### src/rtl/sft_pkg.sv
package sft_pkg;
  localparam int DATA_W = 8;

  typedef enum logic [2:0] {
    PH_IDLE,
    PH_START,
    PH_DATA,
    PH_PARITY,
    PH_STOP,
    PH_GAP
  } txPhase_e;

  // strobes from the sequencer to the datapath
  typedef struct packed {
    logic     load;
    logic     shift;
    txPhase_e phase;
  } txStrobe_t;
endpackage

### src/rtl/sft_ctrl.sv
module sft_ctrl
  import sft_pkg::*;
#(
  parameter int OVERSAMPLE = 16,
  parameter int GAP_W      = 8
) (
  input  logic             clk,
  input  logic             rstN,
  input  logic             tick,
  input  logic             inValid,
  output logic             inReady,
  input  logic [1:0]       cfgWordLen,
  input  logic             cfgTwoStop,
  input  logic             cfgParityEn,
  input  logic [GAP_W-1:0] cfgGap,
  input  logic             cfgFlowEn,
  input  logic             cfgCtsActHigh,
  input  logic             ctsIn,
  output txStrobe_t        strobe,
  output logic             busy,
  output logic             lineIdle
);
  localparam int TICK_W = $clog2(2*OVERSAMPLE + 1);
  localparam logic [TICK_W-1:0] LEN_ONE      = TICK_W'(OVERSAMPLE);
  localparam logic [TICK_W-1:0] LEN_ONE_HALF = TICK_W'(OVERSAMPLE + OVERSAMPLE/2);
  localparam logic [TICK_W-1:0] LEN_TWO      = TICK_W'(2*OVERSAMPLE);

  txPhase_e          phase;
  logic [TICK_W-1:0] tickCnt;
  logic [2:0]        bitIdx;
  logic [GAP_W-1:0]  gapCnt;
  logic [TICK_W-1:0] segLen;
  logic [2:0]        lastIdx;
  logic              ctsOk, accept, segEnd, gapLast;

  assign ctsOk   = !cfgFlowEn || (ctsIn == cfgCtsActHigh);
  assign inReady = (phase == PH_IDLE) && ctsOk;
  assign accept  = inValid && inReady;
  assign lastIdx = 3'd4 + {1'b0, cfgWordLen};
  assign gapLast = (gapCnt == cfgGap - GAP_W'(1));

  always_comb begin
    segLen = LEN_ONE;
    if (phase == PH_STOP && cfgTwoStop)
      segLen = (cfgWordLen == 2'd0) ? LEN_ONE_HALF : LEN_TWO;
  end

  assign segEnd = tick && (tickCnt == segLen - TICK_W'(1));

  always_ff @(posedge clk or negedge rstN) begin
    if (!rstN) begin
      phase   <= PH_IDLE;
      tickCnt <= '0;
      bitIdx  <= '0;
      gapCnt  <= '0;
    end else if (phase == PH_IDLE) begin
      if (accept) begin
        phase   <= PH_START;
        tickCnt <= '0;
      end
    end else if (tick) begin
      if (!segEnd) begin
        tickCnt <= tickCnt + TICK_W'(1);
      end else begin
        tickCnt <= '0;
        unique case (phase)
          PH_START: begin
            phase  <= PH_DATA;
            bitIdx <= '0;
          end
          PH_DATA: begin
            if (bitIdx == lastIdx) phase <= cfgParityEn ? PH_PARITY : PH_STOP;
            else                   bitIdx <= bitIdx + 3'd1;
          end
          PH_PARITY: phase <= PH_STOP;
          PH_STOP: begin
            gapCnt <= '0;
            phase  <= (cfgGap != '0) ? PH_GAP : PH_IDLE;
          end
          PH_GAP: begin
            if (gapLast) phase <= PH_IDLE;
            else         gapCnt <= gapCnt + GAP_W'(1);
          end
          default: phase <= PH_IDLE;
        endcase
      end
    end
  end

  assign strobe.load  = accept;
  assign strobe.shift = (phase == PH_DATA) && segEnd;
  assign strobe.phase = phase;
  assign busy         = (phase != PH_IDLE);
  assign lineIdle     = (phase == PH_IDLE) && !inValid;

  AST_BIT_RANGE: assert property (@(posedge clk) disable iff (!rstN)
    (phase == PH_DATA) |-> (bitIdx <= lastIdx));
  AST_STOP_LEN: assert property (@(posedge clk) disable iff (!rstN)
    (phase == PH_STOP) |-> (tickCnt < LEN_TWO));
  AST_CTS_HOLD: assert property (@(posedge clk) disable iff (!rstN)
    (cfgFlowEn && (ctsIn != cfgCtsActHigh) && phase == PH_IDLE) |=> (phase == PH_IDLE));
  AST_START_NEEDS_VALID: assert property (@(posedge clk) disable iff (!rstN)
    $rose(busy) |-> $past(inValid));
endmodule

### src/rtl/sft_datapath.sv
module sft_datapath
  import sft_pkg::*;
(
  input  logic              clk,
  input  logic              rstN,
  input  logic [DATA_W-1:0] inData,
  input  txStrobe_t         strobe,
  input  logic              cfgEvenSel,
  input  logic              cfgStickSel,
  input  logic              cfgBreak,
  output logic              txLine
);
  logic [DATA_W-1:0] shiftReg;
  logic              parAcc;
  logic              parityBit;
  logic              frameBit;

  always_ff @(posedge clk or negedge rstN) begin
    if (!rstN) begin
      shiftReg <= '0;
      parAcc   <= 1'b0;
    end else if (strobe.load) begin
      shiftReg <= inData;
      parAcc   <= 1'b0;
    end else if (strobe.shift) begin
      parAcc   <= parAcc ^ shiftReg[0];
      shiftReg <= {1'b0, shiftReg[DATA_W-1:1]};
    end
  end

  // parAcc holds the XOR of the bits actually sent
  assign parityBit = cfgStickSel ? !cfgEvenSel : (cfgEvenSel ? parAcc : !parAcc);

  always_comb begin
    unique case (strobe.phase)
      PH_START:  frameBit = 1'b0;
      PH_DATA:   frameBit = shiftReg[0];
      PH_PARITY: frameBit = parityBit;
      default:   frameBit = 1'b1;
    endcase
  end

  // break masks the line only; the sequencer is untouched
  assign txLine = cfgBreak ? 1'b0 : frameBit;
endmodule

### src/rtl/serial_frame_tx.sv
module serial_frame_tx
  import sft_pkg::*;
#(
  parameter int OVERSAMPLE = 16,
  parameter int GAP_W      = 8
) (
  input  logic             clk,
  input  logic             rstN,
  input  logic             tick,
  input  logic [7:0]       inData,
  input  logic             inValid,
  output logic             inReady,
  input  logic [1:0]       cfgWordLen,
  input  logic             cfgTwoStop,
  input  logic             cfgParityEn,
  input  logic             cfgEvenSel,
  input  logic             cfgStickSel,
  input  logic             cfgBreak,
  input  logic [GAP_W-1:0] cfgGap,
  input  logic             cfgFlowEn,
  input  logic             cfgCtsActHigh,
  input  logic             ctsIn,
  output logic             txLine,
  output logic             busy,
  output logic             lineIdle
);
  txStrobe_t strobe;

  sft_ctrl #(.OVERSAMPLE(OVERSAMPLE), .GAP_W(GAP_W)) u_ctrl (
    .clk(clk), .rstN(rstN), .tick(tick), .inValid(inValid), .inReady(inReady),
    .cfgWordLen(cfgWordLen), .cfgTwoStop(cfgTwoStop), .cfgParityEn(cfgParityEn),
    .cfgGap(cfgGap), .cfgFlowEn(cfgFlowEn), .cfgCtsActHigh(cfgCtsActHigh),
    .ctsIn(ctsIn), .strobe(strobe), .busy(busy), .lineIdle(lineIdle)
  );

  sft_datapath u_datapath (
    .clk(clk), .rstN(rstN), .inData(inData), .strobe(strobe),
    .cfgEvenSel(cfgEvenSel), .cfgStickSel(cfgStickSel), .cfgBreak(cfgBreak),
    .txLine(txLine)
  );

  AST_IDLE_HIGH: assert property (@(posedge clk) disable iff (!rstN)
    (!busy && !cfgBreak) |-> txLine);
  AST_START_LOW: assert property (@(posedge clk) disable iff (!rstN)
    ($rose(busy) && !cfgBreak) |-> !txLine);
  AST_LINE_IDLE_HIGH: assert property (@(posedge clk) disable iff (!rstN)
    (lineIdle && !cfgBreak) |-> txLine);
endmodule

### config.mk
export PLATFORM = sky130hd
export DESIGN_NAME = serial_frame_tx
export DESIGN_NICKNAME = d
export VERILOG_FILES = /design/src/rtl/sft_pkg.sv /design/src/rtl/sft_ctrl.sv /design/src/rtl/sft_datapath.sv /design/src/rtl/serial_frame_tx.sv
export SDC_FILE = /design/constraint.sdc
export NUM_CORES = 1
export LEC_CHECK = 0
export BUFFER_PORTS_ARGS = -buffer_cell sky130_fd_sc_hd__buf_2
export CORE_MARGIN = 2
export CORE_UTILIZATION = 55
export DETAILED_ROUTE_END_ITERATION = 10
export HOLD_SLACK_MARGIN = 0.06
export PLACE_DENSITY = 0.76
export RECOVER_POWER = 100
export SKIP_LAST_GASP = 1
export SYNTH_ARGS = -nofsm -noshare
export SYNTH_HDL_FRONTEND = slang
export SYNTH_SLANG_ARGS = --single-unit
### constraint.sdc
create_clock -name clk -period 4.42 [get_ports clk]
set_input_delay 0.663 -clock clk [delete_from_list [all_inputs] [get_ports clk]]
set_output_delay 0.663 -clock clk [all_outputs]
set_load 0.005 [all_outputs]
==> flow_metrics.tcl, run 1 <==
set metrics [dict create \
    status "finished with violations" \
    violations "max-capacitance violations, max-slew violations" \
    layout-drive-gt1-share_pct 17.6 \
    hpwl_mm 3.07 \
    final_cell_mix "dfrtp_1 (29), nand2_1 (28), buf_2 (28)" \
    antenna_cells 0 \
    max_cap_violations 1 \
    power_frac_clock_pct 23.2 \
    synth_nets 270 \
    yosysTopAreaCellShare_pct 35.9 \
    netlist_area_sq_um 2020 \
    dieArea_sq_um 4180 \
    cts_tree "done" \
    p_seq_share_pct 44.9 \
    min_path_type "flip-flop to flip-flop" \
    synth_seq_cells 29 \
    synthDistinctLibCells 49 \
    routedWlPerCell_um 13.9 \
    clock_latency_ns 0.29 \
    start_util_pct 56.0 \
    clockRootBuffer "clkbuf_8" \
    grt.overflow.total 0 \
    synth_top_area_cell "dfrtp_1" \
    netSwitchingFraction_pct 39.1 \
    combPwrFrac_pct 31.8 \
    post_cts_resized 0 \
    area_growth_pct 11.4 \
    ys_warn_count 0 \
    drc 0 \
    whs_ns 0.490 \
    grt_pass1_wl_mm 7.36 \
    setup.worst_path.start "u_ctrl.phase[0]" \
    p_per_area_nw_per_um2 416 \
    max_slew_margin_pct -3.19 \
    async_flop_share_pct 100 \
    cp-end-kind "flip-flop" \
    grt_max_degree 30 \
    port_buffers 33 \
    clk_pin_slew_ns 0.06 \
    power.leakage_nw 0.929 \
    drt-total-wl_mm 4.31 \
    crit_fanout 18 \
    cts_buffers 5 \
    r2r_start "u_ctrl.phase[0]" \
    viasPerCell 5.85 \
    first_global_vias 1696 \
    fin_crit_ns 3.22 \
    finalHoldViolations 0 \
    row_count 22 \
    rsz0062_at_grt "no" \
    firstDrtPassIters 4 \
    worst_pin_slew_ns 1.55 \
    vias 1814 \
    critPathKind "flip-flop to flip-flop" \
    intPower_w 0.000570 \
    tns_ns 0 \
    startpoint_type "flip-flop" \
    grt.total_usage_pct 22.9 \
    gp_congestion 0.796 \
    cts_sinks 29 \
    ios 34 \
    cts_buffer_depth 2 \
    arrival_ns 3.40 \
    ys_seq_area_share_pct 35.9 \
    setup_violations 0 \
    ir_drop_mv 0.286 \
    max_freq_mhz 310 \
    synth.area.top_cells "dfrtp_1 (36%), o21ai_0 (5.9%), nand2_1 (5.2%), mux2i_1 (3.5%), xor2_1 (3.5%)" \
    hp-start "u_ctrl.tickCnt[5]" \
    synth_enable_flop_cells 0 \
    cts_hold_buf 0 \
    h-tree-depth 2 \
    drt_iter0_markers 76 \
    period_share_pct 72.9 \
    utilization_pct 62.4 \
    cts_setup_buffers 0 \
    clock_skew_ns 0.00899 \
    ant_nets 0 \
    synthFlopType "dfrtp_1" \
    syn-instance-count 235 \
    power_switching_w 0.000366 \
    final_common_cell "dfrtp_1" \
    nets 296 \
    synth_area_per_cell_sq_um 8.60 \
    die_w_um 64.6 \
    core_area_sq_um 3610 \
    die_h_um 64.6 \
    finalMaxSlewViolations 30 \
    antenna_found_initial 0 \
    required_ns 4.60 \
]
==> layer usage <==
metal	global-route usage, %	share of wire (%)
met3	4.34	4.9
met2	42.1	50
met1	25.6	43
met5	0	0
met4	10.1	1.7
==> synth_stat cells (4+ instances only) <==
cell / instances
xor2_1: 8
nand4_1: 6
clkbuf_1: 7
a21oi_1: 6
nand2_1: 28
a31oi_1: 6
inv_1: 9
nor2_1: 14
dfrtp_1: 29
and2_1: 6
and3_1: 4
buf_2: 6
ha_1: 5
nand2b_1: 6
mux2i_1: 7
nand3_1: 8
xnor2_1: 7
o21ai_0: 24
==> critical path, stage by stage (launching register included) <==
cell      delay, ns
dfrtp_1        0.58
nor3_1         0.40
inv_1          0.27
a21oi_1        0.21
and2_0         0.60
a21oi_1        0.30
a211oi_4       0.39
o21ai_0        0.15
a32o_1         0.22
==> flip-flops by register name, indices dropped and copies added, names as in the netlist <==
name                 cells
u_ctrl.phase             3
u_ctrl.gapCnt            8
u_datapath.parAcc        1
u_ctrl.tickCnt           6
u_datapath.shiftReg      8
u_ctrl.bitIdx            3
==> final timing paths <==
path	slack, ns	end	depth (start not counted)
setup reg to reg	1.20	u_ctrl.phase[1]	8
hold / removal	0.49	u_ctrl.tickCnt[5]	1
max in group asynchronous	2.77	u_ctrl.bitIdx[0]	1
setup / recovery	1.20	u_ctrl.phase[1]	8
min in group asynchronous	0.74	u_ctrl.gapCnt[2]	1
hold reg to reg	0.49	u_ctrl.tickCnt[5]	1
==> logic make-up (layout without fill, tap and decap cells) <==
group,after synthesis,after routing,share of synthesized area (%)
multiplexers,8,8,4.02
XOR/XNOR,15,15,6.50
AO/OA/AOI/OAI,59,59,19.9
flip-flops,29,29,35.9
adder cells (fa/ha/maj),5,5,3.10
buffers and inverters,23,50,4.83
AND/OR/NAND/NOR,96,96,25.8
==> stage by stage <==
stage	cells	instance area [sq um]	worst slack [ns]	total power (W)
finish	310	2250	1.20	0.000937
global route	310	2250	0.952	0.00101
floorplan	235	2020	1.85	0.000637
CTS	310	2270	1.58	0.000945
global placement	302	2180	1.58	0.000718
detailed placement	302	2180	1.47	0.000726
==> final cells by class <==
type                    instances  area, sq um
repair buffers                 33          163
flip-flops and latches         29          726
clock buffers                   5         68.8
well taps                      48         60.1
multi-input cells             183         1180
fillers                       327         1360
inverters                       9         33.8
clock inverters                 3         17.5
==> power by group through the flow <==
| stage | Sequential (W) | Clock [W] | Combinational (W) |
|---|---|---|---|
| 5_1_grt | 0.000433 | 0.000234 | 0.000345 |
| 3_5_place_dp | 0.000425 | 0 | 0.000301 |
| 6_report | 0.000421 | 0.000217 | 0.000298 |
| 3_3_place_gp | 0.000424 | 0 | 0.000294 |
| 2_1_floorplan | 0.000378 | 0 | 0.000259 |
| 4_1_cts | 0.000421 | 0.000221 | 0.000303 |
Note: power is estimated with default switching activity, not from simulation.
==> inputs of run 2 (changes only) <==
==> constraint.sdc (replaced) <==
create_clock -name clk -period 3.3 [get_ports clk]
set_input_delay 0.495 -clock clk [delete_from_list [all_inputs] [get_ports clk]]
set_output_delay 0.495 -clock clk [all_outputs]
set_load 0.005 [all_outputs]
==> run 2 against run 1 <==
  * The run still ends with max-capacitance violations, max-slew violations left
  * Non-clock buffer count increased by 2
  * Sequential share of layout area decreased by 0.53 points
  * Routed wire length decreased by 2.9%
  * Global-route usage decreased by 0.34 points
  * Worst hold slack got worse by 0.074 ns
  * First-iteration DRC count decreased by 9.2%
  * Sequential cell count unchanged
  * Via count decreased by 0.55%
==> flow_metrics.tcl, run 2 (synthesized netlist as in run 1, its figures left out) <==
set metrics [dict create \
    start_util_pct 56.0 \
    p_per_area_nw_per_um2 588 \
    final_cell_mix "buf_2 (29), dfrtp_1 (29), nand2_1 (28)" \
    ios 34 \
    r2r_start "u_ctrl.phase[0]" \
    drc 0 \
    setup_violations 0 \
    ir_drop_mv 0.473 \
    violations "max-capacitance violations, max-slew violations" \
    port_buffers 33 \
    clk_pin_slew_ns 0.06 \
    cts_buffer_depth 2 \
    cts_hold_buf 0 \
    antenna_found_initial 0 \
    dieArea_sq_um 4180 \
    antenna_cells 0 \
    area_growth_pct 13.3 \
    drt-total-wl_mm 4.19 \
    tns_ns 0 \
    cp-end-kind "flip-flop" \
    clockRootBuffer "clkbuf_8" \
    hp-start "inData[6]" \
    cts_tree "done" \
    cts_setup_buffers 0 \
    die_w_um 64.6 \
    period_share_pct 83.3 \
    rr_worst_depth 9 \
    viasPerCell 5.78 \
    whs_ns 0.416 \
    grt_use_met3_pct 5.21 \
    grt.overflow.total 0 \
    reg.largest.list "u_ctrl.gapCnt x8, u_datapath.shiftReg x8, u_ctrl.tickCnt x6" \
    finalHoldViolations 0 \
    whs_path_depth 3 \
    clock_latency_ns 0.28 \
    required_ns 3.47 \
    max_cap_violations 1 \
    first_global_vias 1717 \
    cts_buffers 5 \
    grt_max_degree 30 \
    status "finished with violations" \
    post_cts_resized 0 \
    h-tree-depth 2 \
    crit_chain "clkbuf_1, nor3_1, inv_1, a21oi_1, and2_0, a21oi_1, a211oi_4, o21ai_0, a32o_1" \
    max_slew_margin_pct -4.75 \
    busiest_layer "met2" \
    max_freq_mhz 364 \
    drt_iter0_markers 69 \
    die_h_um 64.6 \
    worst_pin_slew_ns 1.57 \
    hpwl_mm 3.00 \
    arrival_ns 2.92 \
    min_to "u_datapath.shiftReg[6]" \
    use_met2_pct 39.7 \
    firstDrtPassIters 4 \
    power.leakage_nw 0.946 \
    min_path_type "input port to flip-flop" \
    gp_congestion 0.802 \
    reg2reg_to "u_ctrl.phase[1]" \
    finalMaxSlewViolations 30 \
    layout-drive-gt1-share_pct 17.0 \
    core_area_sq_um 3610 \
    row_count 22 \
    crit_path_max_incr_delay_ns 0.41 \
    ff2ff_setup_slack_ns 0.55 \
    cts_sinks 29 \
    crit_fanout 16 \
    routedWlPerCell_um 13.4 \
    critPathKind "flip-flop to flip-flop" \
    cpMostUsedCell "a21oi_1" \
    vias 1804 \
    fin_crit_ns 2.75 \
    grt_pass1_wl_mm 7.36 \
    startpoint_type "flip-flop" \
    slowest_stage "nor3_1" \
    use_met1_pct 27.3 \
    grt.total_usage_pct 22.6 \
    ant_nets 0 \
    rsz0062_at_grt "no" \
    clock_skew_ns 0.00697 \
    nets 298 \
]
run 2: report_power, final:
group | internal [W] | leakage (nW) | switching (W)
Clock | 0.000246 | 0.0585 | 0.000135
Combinational | 0.000175 | 0.532 | 0.000253
Sequential | 0.000448 | 0.356 | 0.0000880
run 2: metal layers:
layer | routed length [um] | vias to the layer above
li1 | - | 902
met5 | 0 | -
met4 | 13 | 0
met1 | 1890 | 859
met2 | 2120 | 41
met3 | 168 | 2
run 2: how the worst max path moves through the flow:
stage | startpoint | to | depth (start not counted)
floorplan | cfgGap[0] | u_ctrl.gapCnt[2] | 10
global placement | cfgGap[0] | u_ctrl.gapCnt[6] | 10
detailed placement | cfgGap[0] | u_ctrl.gapCnt[6] | 10
CTS | u_ctrl.tickCnt[0] | u_ctrl.gapCnt[5] | 8
global route | u_ctrl.phase[0] | u_ctrl.phase[1] | 9
finish | u_ctrl.phase[0] | u_ctrl.phase[1] | 9
run 2: area by class of cell:
type,count,area (sq um)
Clock buffer,7,86.3
Clock inverter,1,30.0
Fill cell,333,1320
Inverter,9,33.8
Multi-Input combinational cell,183,1180
Sequential cell,29,726
Tap cell,48,60.1
Timing Repair Buffer,35,170
run 2: critical path, delay by kind of cell, from the launching register on:
kind | cells | cell delay [ns]
AOI/OAI and AO/OA | 5 | 1.09
buffers and inverters | 2 | 0.58
DFF | 1 | 0.38
and+or+nand+nor | 2 | 0.58
run 2: metrics by stage:
stage	cells	instance area (sq um)	setup slack (ns)	util (%)	power, W
2_1_floorplan	235	2020	0.897	-	0.000854
3_3_place_gp	304	2200	0.632	60.9	0.000976
3_5_place_dp	304	2200	0.528	60.9	0.000984
4_1_cts	312	2310	0.641	64.2	0.00137
5_1_grt	312	2290	0.211	63.5	0.00146
6_report	312	2290	0.551	63.5	0.00134
==> inputs of run 3 (changes only) <==
==> constraint.sdc (replaced) <==
create_clock -name clk -period 2.55 [get_ports clk]
set_input_delay 0.3825 -clock clk [delete_from_list [all_inputs] [get_ports clk]]
set_output_delay 0.3825 -clock clk [all_outputs]
set_load 0.005 [all_outputs]
==> run 3 against run 2 <==
  * The run still ends with max-capacitance violations, max-slew violations left
  * Sequential power up 25%
  * Count of clock-buffer cells in the layout is 1 lower
  * Sequential cell count unchanged
  * Critical path type unchanged
  * Critical endpoint is now u_ctrl.gapCnt[3]
==> flow_metrics.tcl, run 3 (synthesized netlist as in run 1, its figures left out) <==
set metrics [dict create \
    port_buffers 33 \
    fin_crit_ns 2.39 \
    cts_setup_buffers 0 \
    min_path_type "input port to flip-flop" \
    nets 305 \
    die_h_um 64.6 \
    cts_sinks 29 \
    status "finished with violations" \
    drt-total-wl_mm 4.26 \
    pre_cts_ws_ns 0.0862 \
    drt_iter0_markers 89 \
    hp-start "inData[5]" \
    grt.overflow.total 0 \
    p_per_area_nw_per_um2 715 \
    setup_violations 0 \
    setup_slack_ns 0.163 \
    grt.total_usage_pct 22.3 \
    cts_buffers 5 \
    r2r_start "u_ctrl.tickCnt[0]" \
    final_common_cell "dfrtp_1" \
    area_growth_pct 14.7 \
    power.leakage_nw 0.967 \
    finalMaxSlewViolations 30 \
    finalHoldViolations 0 \
    start_util_pct 56.0 \
    grt_max_degree 30 \
    cts_buffer_depth 2 \
    worst_pin_slew_ns 1.57 \
    dieArea_sq_um 4180 \
    drc 0 \
    ir_drop_mv 0.425 \
    cp-end-kind "flip-flop" \
    layout-drive-gt1-share_pct 19.9 \
    die_w_um 64.6 \
    clockRootBuffer "clkbuf_8" \
    nFillCells 337 \
    violations "max-capacitance violations, max-slew violations" \
    antenna_cells 0 \
    whs_ns 0.298 \
    routedWlPerCell_um 13.4 \
    final_cell_mix "dfrtp_1 (29), nand2_1 (28), buf_2 (28)" \
    antenna_found_initial 0 \
    h-tree-depth 2 \
    max_slew_margin_pct -4.60 \
    max_cap_violations 1 \
    critPathKind "flip-flop to flip-flop" \
    required_ns 2.78 \
    firstDrtPassIters 4 \
    first_global_vias 1721 \
    gp_congestion 0.834 \
    vias 1825 \
    reg.largest.list "u_ctrl.gapCnt x8, u_datapath.shiftReg x8, u_ctrl.tickCnt x6" \
    arrival_ns 2.62 \
    clock_latency_ns 0.29 \
    crit_fanout 8 \
    hpwl_mm 3.06 \
    core_area_sq_um 3610 \
    setup.worst_path.start "u_ctrl.tickCnt[0]" \
    cts_hold_buf 0 \
    ios 34 \
    grt_pass1_wl_mm 7.27 \
    cts_tree "done" \
    period_share_pct 93.6 \
    clock_skew_ns 0.00760 \
    max_freq_mhz 419 \
    ant_nets 0 \
    tns_ns 0 \
    startpoint_type "flip-flop" \
    rsz0062_at_grt "no" \
    viasPerCell 5.72 \
    clk_pin_slew_ns 0.07 \
    row_count 22 \
    post_cts_resized 0 \
]
[run 3: cell count changes in the layout (fill, tap and decap cells not counted), sizes merged]
cell    delta
buf        +6
clkinv     +2
bufinv     -1
[run 3: power breakdown]
| part | internal [W] | switching [W] | leakage [nW] |
|---|---|---|---|
| registers | 0.000580 | 0.0000910 | 0.356 |
| clock network | 0.000188 | 0.000175 | 0.0450 |
| logic | 0.000257 | 0.000368 | 0.566 |
| total | 0.00103 | 0.000634 | 0.967 |
[run 3: area by class of cell]
class	count	area, sq um	area share [%]
sequential	29	726	31.3
timing repair buffer	42	223	9.61
multi-input combinational	183	1190	51.5
inverter	9	33.8	1.46
clock buffer	6	72.6	3.13
clock inverter	2	10.0	0.432
tap	48	60.1	2.59
[run 3: worst max-delay path: stages, from the launching register on]
cell and delay, ns:
dfrtp_1 0.39, ha_1 0.22, and4b_1 0.24, nand2_1 0.06, o31a_1 0.26, or3_1 0.45
or2_0 0.27, nor4b_1 0.30, a211o_1 0.14
[run 3: layer usage]
metal	part of all wire [%]	global-route usage (%)	vias up
li1	-	-	916
met1	45	26.2	855
met2	49	40.2	47
met3	4.7	4.69	7
met4	1.5	7.98	0
met5	0	0	-
[run 3: worst paths after layout]
check                      cells past startpoint                endpoint  slack (ns)
min in group asynchronous                      1       u_ctrl.tickCnt[0]        0.48
setup / recovery                               8        u_ctrl.gapCnt[3]        0.16
max in group asynchronous                      1  u_datapath.shiftReg[7]        1.15
hold / removal                                 3  u_datapath.shiftReg[5]        0.30
setup reg to reg                               8        u_ctrl.gapCnt[3]        0.16
hold reg to reg                                1       u_ctrl.tickCnt[5]        0.49
[run 3: metrics by stage]
step	total power (W)	instances	area, sq um	util, %
floorplan	0.00110	235	2020	-
global placement	0.00129	311	2250	62.4
detailed placement	0.00130	311	2250	62.4
CTS	0.00167	319	2330	64.7
global route	0.00180	319	2320	64.3
finish	0.00166	319	2320	64.3
